`src/rtl/sfm_pkg.sv`:
```
package sfm_pkg;

  typedef enum logic [2:0] {
    FS_IDLE,
    FS_CMD,
    FS_ADDR,
    FS_DATA,
    FS_RDOUT,
    FS_STOUT,
    FS_SKIP
  } fstate_e;

  typedef enum logic [1:0] {
    JOB_NONE,
    JOB_PROG,
    JOB_SECT,
    JOB_CHIP
  } job_e;

  localparam logic [7:0] OP_READ   = 8'h03;
  localparam logic [7:0] OP_PROG   = 8'h02;
  localparam logic [7:0] OP_SERASE = 8'h20;
  localparam logic [7:0] OP_CERASE = 8'h60;
  localparam logic [7:0] OP_STATUS = 8'h05;

  // Bit 0 is high when ready, low when busy; other bits are zero.
  function automatic logic [7:0] status_byte(input logic busy);
    return {7'b0, ~busy};
  endfunction

  // A program can only clear bits.
  function automatic logic [7:0] prog_merge(input logic [7:0] old_b,
                                            input logic [7:0] new_b);
    return old_b & new_b;
  endfunction

endpackage

```
`src/rtl/sfm_frame_ctl.sv`:
```
module sfm_frame_ctl
  import sfm_pkg::*;
#(
  parameter int AW = 8
) (
  input  logic          clk,
  input  logic          rst_n,
  input  logic          ce_high,
  input  logic          si_s,
  input  logic          wp_s,
  input  logic          sck_rise,
  input  logic          sck_fall,
  input  logic          busy,
  input  logic [7:0]    rd_data,
  output logic [AW-1:0] rd_addr,
  output logic          so_bit,
  output logic          so_active,
  output logic          job_valid,
  output job_e          job_kind,
  output logic [AW-1:0] job_addr,
  output logic [7:0]    job_data
);
  localparam logic [AW-1:0] TOP_ADDR = {AW{1'b1}};

  fstate_e     state;
  logic [5:0]  bit_cnt;
  logic [7:0]  shreg;
  logic [7:0]  opcode;
  logic [23:0] addr_sh;
  logic [2:0]  obit;
  logic [AW-1:0] out_addr;

  logic [7:0]  sh_nx;
  logic [23:0] addr_nx;
  logic [7:0]  cur_byte;

  function automatic logic [AW-1:0] next_addr(input logic [AW-1:0] a);
    return (a == TOP_ADDR) ? '0 : a + 1'b1;
  endfunction

  function automatic logic [AW-1:0] trunc_addr(input logic [23:0] a);
    return a[AW-1:0];
  endfunction

  assign sh_nx    = {shreg[6:0], si_s};
  assign addr_nx  = {addr_sh[15:0], sh_nx};
  assign cur_byte = (state == FS_STOUT) ? status_byte(busy) : rd_data;
  assign rd_addr  = out_addr;

  always_ff @(posedge clk) begin
    if (!rst_n) begin
      state     <= FS_IDLE;
      bit_cnt   <= '0;
      shreg     <= '0;
      opcode    <= '0;
      addr_sh   <= '0;
      obit      <= '0;
      out_addr  <= '0;
      so_bit    <= 1'b0;
      job_valid <= 1'b0;
      job_kind  <= JOB_NONE;
      job_addr  <= '0;
      job_data  <= '0;
    end else begin
      job_valid <= 1'b0;
      if (ce_high) begin
        state   <= FS_IDLE;
        bit_cnt <= '0;
        obit    <= '0;
        so_bit  <= 1'b0;
      end else if (state == FS_IDLE) begin
        state   <= FS_CMD;
        bit_cnt <= '0;
        obit    <= '0;
      end else begin
        if (sck_rise && (state == FS_CMD || state == FS_ADDR || state == FS_DATA)) begin
          shreg   <= sh_nx;
          bit_cnt <= bit_cnt + 6'd1;
          case (state)
            FS_CMD: if (bit_cnt == 6'd7) begin
              opcode <= sh_nx;
              if (sh_nx == OP_STATUS) begin
                state <= FS_STOUT;
              end else if (busy) begin
                state <= FS_SKIP;
              end else if (sh_nx == OP_CERASE) begin
                state     <= FS_SKIP;
                job_valid <= wp_s;
                job_kind  <= JOB_CHIP;
                job_addr  <= '0;
              end else if (sh_nx == OP_READ || sh_nx == OP_PROG || sh_nx == OP_SERASE) begin
                state <= FS_ADDR;
              end else begin
                state <= FS_SKIP;
              end
            end
            FS_ADDR: if (bit_cnt[2:0] == 3'd7) begin
              addr_sh <= addr_nx;
              if (bit_cnt == 6'd31) begin
                case (opcode)
                  OP_READ: begin
                    state    <= FS_RDOUT;
                    out_addr <= trunc_addr(addr_nx);
                  end
                  OP_SERASE: begin
                    state     <= FS_SKIP;
                    job_valid <= wp_s;
                    job_kind  <= JOB_SECT;
                    job_addr  <= trunc_addr(addr_nx);
                  end
                  default: state <= FS_DATA;
                endcase
              end
            end
            FS_DATA: if (bit_cnt == 6'd39) begin
              state     <= FS_SKIP;
              job_valid <= wp_s;
              job_kind  <= JOB_PROG;
              job_addr  <= trunc_addr(addr_sh);
              job_data  <= sh_nx;
            end
            default: ;
          endcase
        end
        if (sck_fall && (state == FS_RDOUT || state == FS_STOUT)) begin
          so_bit <= cur_byte[3'd7 - obit];
          obit   <= obit + 3'd1;
          if (obit == 3'd7 && state == FS_RDOUT) out_addr <= next_addr(out_addr);
        end
      end
    end
  end

  assign so_active = (state != FS_IDLE);

endmodule

```
`config.mk`:
```
export PLATFORM = sky130hd
export DESIGN_NAME = sfm_frame_ctl
export DESIGN_NICKNAME = d
export VERILOG_FILES = /design/src/rtl/sfm_pkg.sv /design/src/rtl/sfm_frame_ctl.sv
export SDC_FILE = /design/constraint.sdc
export NUM_CORES = 1
export LEC_CHECK = 0
export ABC_CLOCK_PERIOD_IN_PS = 3300
export CAP_MARGIN = 20
export CORE_MARGIN = 8
export CORE_UTILIZATION = 61
export DETAILED_ROUTE_END_ITERATION = 16
export DONT_BUFFER_PORTS = 1
export PLACE_DENSITY = 0.78
export SYNTH_ARGS = -nofsm -noshare
export SYNTH_HDL_FRONTEND = slang
export SYNTH_SLANG_ARGS = --single-unit
```
`constraint.sdc`:
```
create_clock -name clk -period 3.3 [get_ports clk]
set_input_delay 0.33 -clock clk [delete_from_list [all_inputs] [get_ports clk]]
set_output_delay 0.33 -clock clk [all_outputs]
set_load 0.005 [all_outputs]
```
# After elaboration in Yosys (flattened, before gate mapping)
# Cells that the tools add are included.
dict set report classes {
  addsub 4
  n_mul 0
  mux 50
  order_cmp 1
  bitwise 5
  n_eq_ne 30
  div 0
  n_reduce_logical 25
  shifts 0
}
# op n
set ops {}
lappend ops {{$mux 8} 17}
lappend ops {{$eq 8x2->1 const B} 3}
lappend ops {{$mux 3} 8}
lappend ops {{$pmux 8 s3} 1}
lappend ops {{$eq 8x6->1 const B} 2}
lappend ops {{$mux 2} 8}
lappend ops {{$reduce_and 5->1} 3}
lappend ops {{$eq 3x3->1 const B} 4}
lappend ops {{$ne 2x1->1 const B} 6}
lappend ops {{$ne 3x2->1 const B} 4}
lappend ops {{$reduce_and 12->1} 1}
lappend ops {{$reduce_and 6->1} 2}
lappend ops {{$mux 1} 11}
lappend ops {{$pmux 3 s3} 1}
lappend ops {{$add 8x1->8 const B} 1}
lappend ops {{$eq 8x3->1 const B} 1}
lappend ops {{$eq 8x7->1 const B} 1}
lappend ops {{$eq 8x8->1 const B} 1}
lappend ops {{$add 6x1->6 const B} 1}
lappend ops {{$eq 3x2->1 const B} 2}
lappend ops {{$eq 6x3->1 const B} 1}
lappend ops {{$eq 6x5->1 const B} 1}
lappend ops {{$eq 6x6->1 const B} 1}
lappend ops {{$pmux 2 s3} 1}
lappend ops {{other kinds (20)} 33}
dict set report word_totals {
  mem_bits_rw 0
  memories 0
  mem_bits_ro 0
  latchBits 0
  inputBits 16
  register_bits 63
  out_inout_bits 29
}

# Depth between registers and ports, before layout
dict set report logic_depth {
  ltp_word 11
  mapped_depth 8
}

# Worst setup path after synthesis
# No wires, ideal clock.
dict set report synth_path {
  kind {register to register}
  from {register bit_cnt[0]}
  to {register job_kind[1]}
  synth_period_minus_slack_ns 2.112
  t_arrival_ns 2.033
  setup_slack_ns 1.188
  required_time_ns 3.221
  path_stages_with_launch 9
  cell_sequence {dfxtp_1 ha_1 ha_1 or3b_2 o21ai_1 o211ai_1 a21o_1 buf_6 a211oi_2}
}
dict set report synth_between {
  elab_chain_cells 3
  elab_cells_between_ends 9
  classes_between {8 x eq/ne; 1 x reduce/logical}
}
# item line_no
set synth_rtl {}
lappend synth_rtl {{start: declaration} sfm_frame_ctl.sv:26} ;# logic [5:0] bit_cnt;
lappend synth_rtl {{start signal: assignment} sfm_frame_ctl.sv:78} ;# bit_cnt <= bit_cnt + 6'd1;
lappend synth_rtl {{$eq 6x6->1 (tied with other cells)} sfm_frame_ctl.sv:115} ;# FS_DATA: if (bit_cnt == 6'd39) begin
lappend synth_rtl {{$ne 2x1->1 (no line)} -}
lappend synth_rtl {{$reduce_and 12->1 (no line) *} -}
lappend synth_rtl {{end signal: assignment} sfm_frame_ctl.sv:89} ;# job_kind <= JOB_CHIP;
lappend synth_rtl {{end signal: assignment} sfm_frame_ctl.sv:108} ;# job_kind <= JOB_SECT;
lappend synth_rtl {{end signal: assignment} sfm_frame_ctl.sv:118} ;# job_kind <= JOB_PROG;
lappend synth_rtl {{end: declaration} sfm_frame_ctl.sv:19} ;# output job_e job_kind,
# Every way passes the cells marked *; elsewhere a longest branch is shown, timed or not.
# A chain may end at the register's enable or synchronous reset.

# Worst setup path after layout
dict set report layout_path {
  from {register state[0]}
  to {register opcode[2]}
}
dict set report layout_between {
  elab_chain_cells 5
  elab_cells_between_ends 9
  classes_between {3 x eq/ne; 1 x bitwise; 5 x reduce/logical}
}
# item line_no
set layout_rtl {}
lappend layout_rtl {{start: declaration} sfm_frame_ctl.sv:25} ;# fstate_e state;
lappend layout_rtl {{start signal: assignment} sfm_frame_ctl.sv:52} ;# state <= FS_IDLE;
lappend layout_rtl {{start signal: assignment} sfm_frame_ctl.sv:67} ;# state <= FS_IDLE;
lappend layout_rtl {{start signal: assignment} sfm_frame_ctl.sv:72} ;# state <= FS_CMD;
lappend layout_rtl {{$eq 3x1->1 / $eq 3x2->1 (equally long branches)} {sfm_frame_ctl.sv:76, sfm_frame_ctl.sv:79}}
lappend layout_rtl {{$logic_or 1x1->1 (2 in a row)} sfm_frame_ctl.sv:76} ;# if (sck_rise && (state == FS_CMD || state == FS_ADDR || state == FS_DATA)) begin
lappend layout_rtl {{$logic_and 1x1->1} sfm_frame_ctl.sv:76}
lappend layout_rtl {{$reduce_and 5->1 (no line) *} -}
lappend layout_rtl {{end signal: assignment} sfm_frame_ctl.sv:81} ;# opcode <= sh_nx;
lappend layout_rtl {{end: declaration} sfm_frame_ctl.sv:28} ;# logic [7:0] opcode;
# Marks and branches as above.

==> run metrics <==
outcome finished clean; Placed Cells incl. Taps 411; number of setup buffers added after CTS 0; reg2reg start state[0]; clk slew on worst S/H paths 0.07 ns; Seq/Total Area, Yosys between 30% and 40%; vias in the first global route 2,585; Congestion Overflow GR 0; Worst setup EP type flip-flop; clk buf depth 2; Cell Pwr Density 458 nW/um^2; area of the multi-input gates 1840 um^2; remaining antenna violation count after routing 0; share of cells above drive strength 1 12.9%; Rel. slew slack between 40% and 50%; worst hold path type primary input to flip-flop; Finished Layout Cells about 430; Vias 2,618; initial antenna violation count 0; Worst-Skew Late Latency 0.35 ns; setup skew after layout 0.00800 ns; min-delay src wp_s; routed len/inst between 15 and 20 um; fin crit share 78.4%; Post-Place Cell Area around 3200 um^2; Distinct cells, synth 62; Synth async-reset ratio 0%; Peak VDD IR roughly 0.26 mV; area of the die between 7000 and 8000 um^2; crit-path cells inv_4, or4b_4, or4_1, mux2i_1, nor2_1; Root Driver clkbuf_8; setup TNS 0 ns; Register Area 1260 um^2; nets@finish 373; gate count of the mapped netlist 357; global-route usage over all layers 20.6%; core region area 5110 um^2; cts hold-fix bufs 0; final core occ 68.1%; MaxCap Viol Count 0; Startpoint Class flip-flop; Worst Setup Path Type flip-flop to flip-flop; Syn. warnings 0; slowest stage delay, CP just over 0.8 ns; top post-synthesis cells by area dfxtp_1, mux2i_1, nor2_1; Die X 88.8 um; prevailing post-synth register cell dfxtp_1; most frequent cell after synthesis dfxtp_1; syn_nets 378; Critical Path AT 2.81 ns; gpl congestion ~0.95; Yosys reg bits 63; CTS sink count 63; total wire length 7600 um; Final Cell Area 3480 um^2; share of the synthesized area in the top cell type roughly two fifths; Avg Cell Area, Syn 9.05 um^2; final setup fails 0; CP max FO 19; Place WS around 0.73 ns; CP delay by family, top simple AND/OR/NAND/NOR gates; CTS tree yes; Buffers on Ports 0; Post-DP HPWL 5370 um; worst setup margin around 0.71 ns; fin crit period 2.59 ns; Critical Path RT 3.52 ns; CP startpoint state[0]; Synth top cells by count dfxtp_1, nor2_1, mux2i_1, nand2_1, a21oi_1; slowest cell on the critical path dfxtp_1; Post-CTS Resized 0; leakage power 1.27 nW; initial drt markers 211; Final Slew Violations 0; DRC 0; num rows 26; Initial Util 63.2%; Hold Vio Cnt, Final 0; post-synth top area cell dfxtp_1; drt pass-1 iters 6; worst hold slack slightly below 0.1 ns; Worst-Margin Slew 0.850 ns; global-route wire length before repair 12,400 um; RSZ-0062 raised after global routing false; Die Y 88.8 um; Total Power between 1.5 and 2 mW; FMAX 0.387 GHz; Buf+Inv Stages, Crit Path 1; EDFF count, synth 0; # diodes 0; mapped cell area around 3200 um^2; io pins 45; DR vias/cell 6.13; Filler cells 421; P&R area growth vs syn 7.67%; H-tree Lvls 3; CTS buffer count 9; largest net degree at the start of global routing 39
worst reg2reg max path, cell delays in order (launching register included):
cell and delay (ns):
dfxtp_1 0.82, inv_4 0.09, or4b_4 0.58, or4_1 0.66, mux2i_1 0.24, nor2_1 0.07
path summary, 6_finish.rpt:
kind,endpoint,slack (ns),cells past startpoint
max,opcode[2],0.71,5
min reg2reg,job_addr[5],0.49,2
max reg2reg,opcode[2],0.71,5
min,job_valid,0.1,2
logic make-up (layout without fill, tap and decap cells):
logic type	count (synthesis)	in the layout	synth area share (%)
multiplexers	52	52	17.2
AO/OA/AOI/OAI	53	53	11.9
buffers and inverters	28	28	4.22
AND/OR/NAND/NOR	151	151	24.4
adder cells (fa/ha/maj)	5	5	1.94
XOR/XNOR	5	5	1.36
flip-flops	63	63	39.1
report_power, final:
group / internal, mW / switching, mW
logic: 0.0204 / 0.0322
clock network: 0.465 / 0.307
registers: 0.762 / 0.00710
area by class of cell:
class	instances	share of cell area, %
Clock buffer	11	4.35
Clock inverter	5	2.30
Inverter	9	1.04
Multi-Input combinational cell	266	52.9
Sequential cell	63	36.3
Tap cell	70	2.52
Timing Repair Buffer	3	0.648
cells in the final DEF (no fill, tap or decap), types with 4 or more instances in the layout:
cell,count
nand3_1,7
a21oi_1,12
nand2_1,36
nor2b_1,5
o211ai_1,4
nand4_1,5
nor4_1,4
ha_1,5
o21ai_0,7
mux2i_1,43
and2_1,6
clkbuf_8,11
nor2_1,52
mux2_2,7
inv_1,8
nor3_1,7
and3_1,4
dfxtp_1,63
per-layer routing:
| metal | vias up | global-route usage, % | part of all wire (%) |
|---|---|---|---|
| met1 | 1253 | 23.5 | 42 |
| met4 | 0 | 12.3 | 2.1 |
| met3 | 14 | 5.39 | 7.3 |
| met2 | 87 | 33.6 | 48 |
| met5 | - | 0 | 0 |
| li1 | 1264 | - | - |
registers in the layout, summed over array words and instances (netlist names), 3 cells and up:
| register | cells |
|---|---|
| addr_sh | 8 |
| job_addr | 8 |
| job_data | 8 |
| opcode | 8 |
| rd_addr | 8 |
| shreg | 7 |
| bit_cnt | 6 |
| obit | 3 |
| state | 3 |
(Power assumes the default switching activity.)
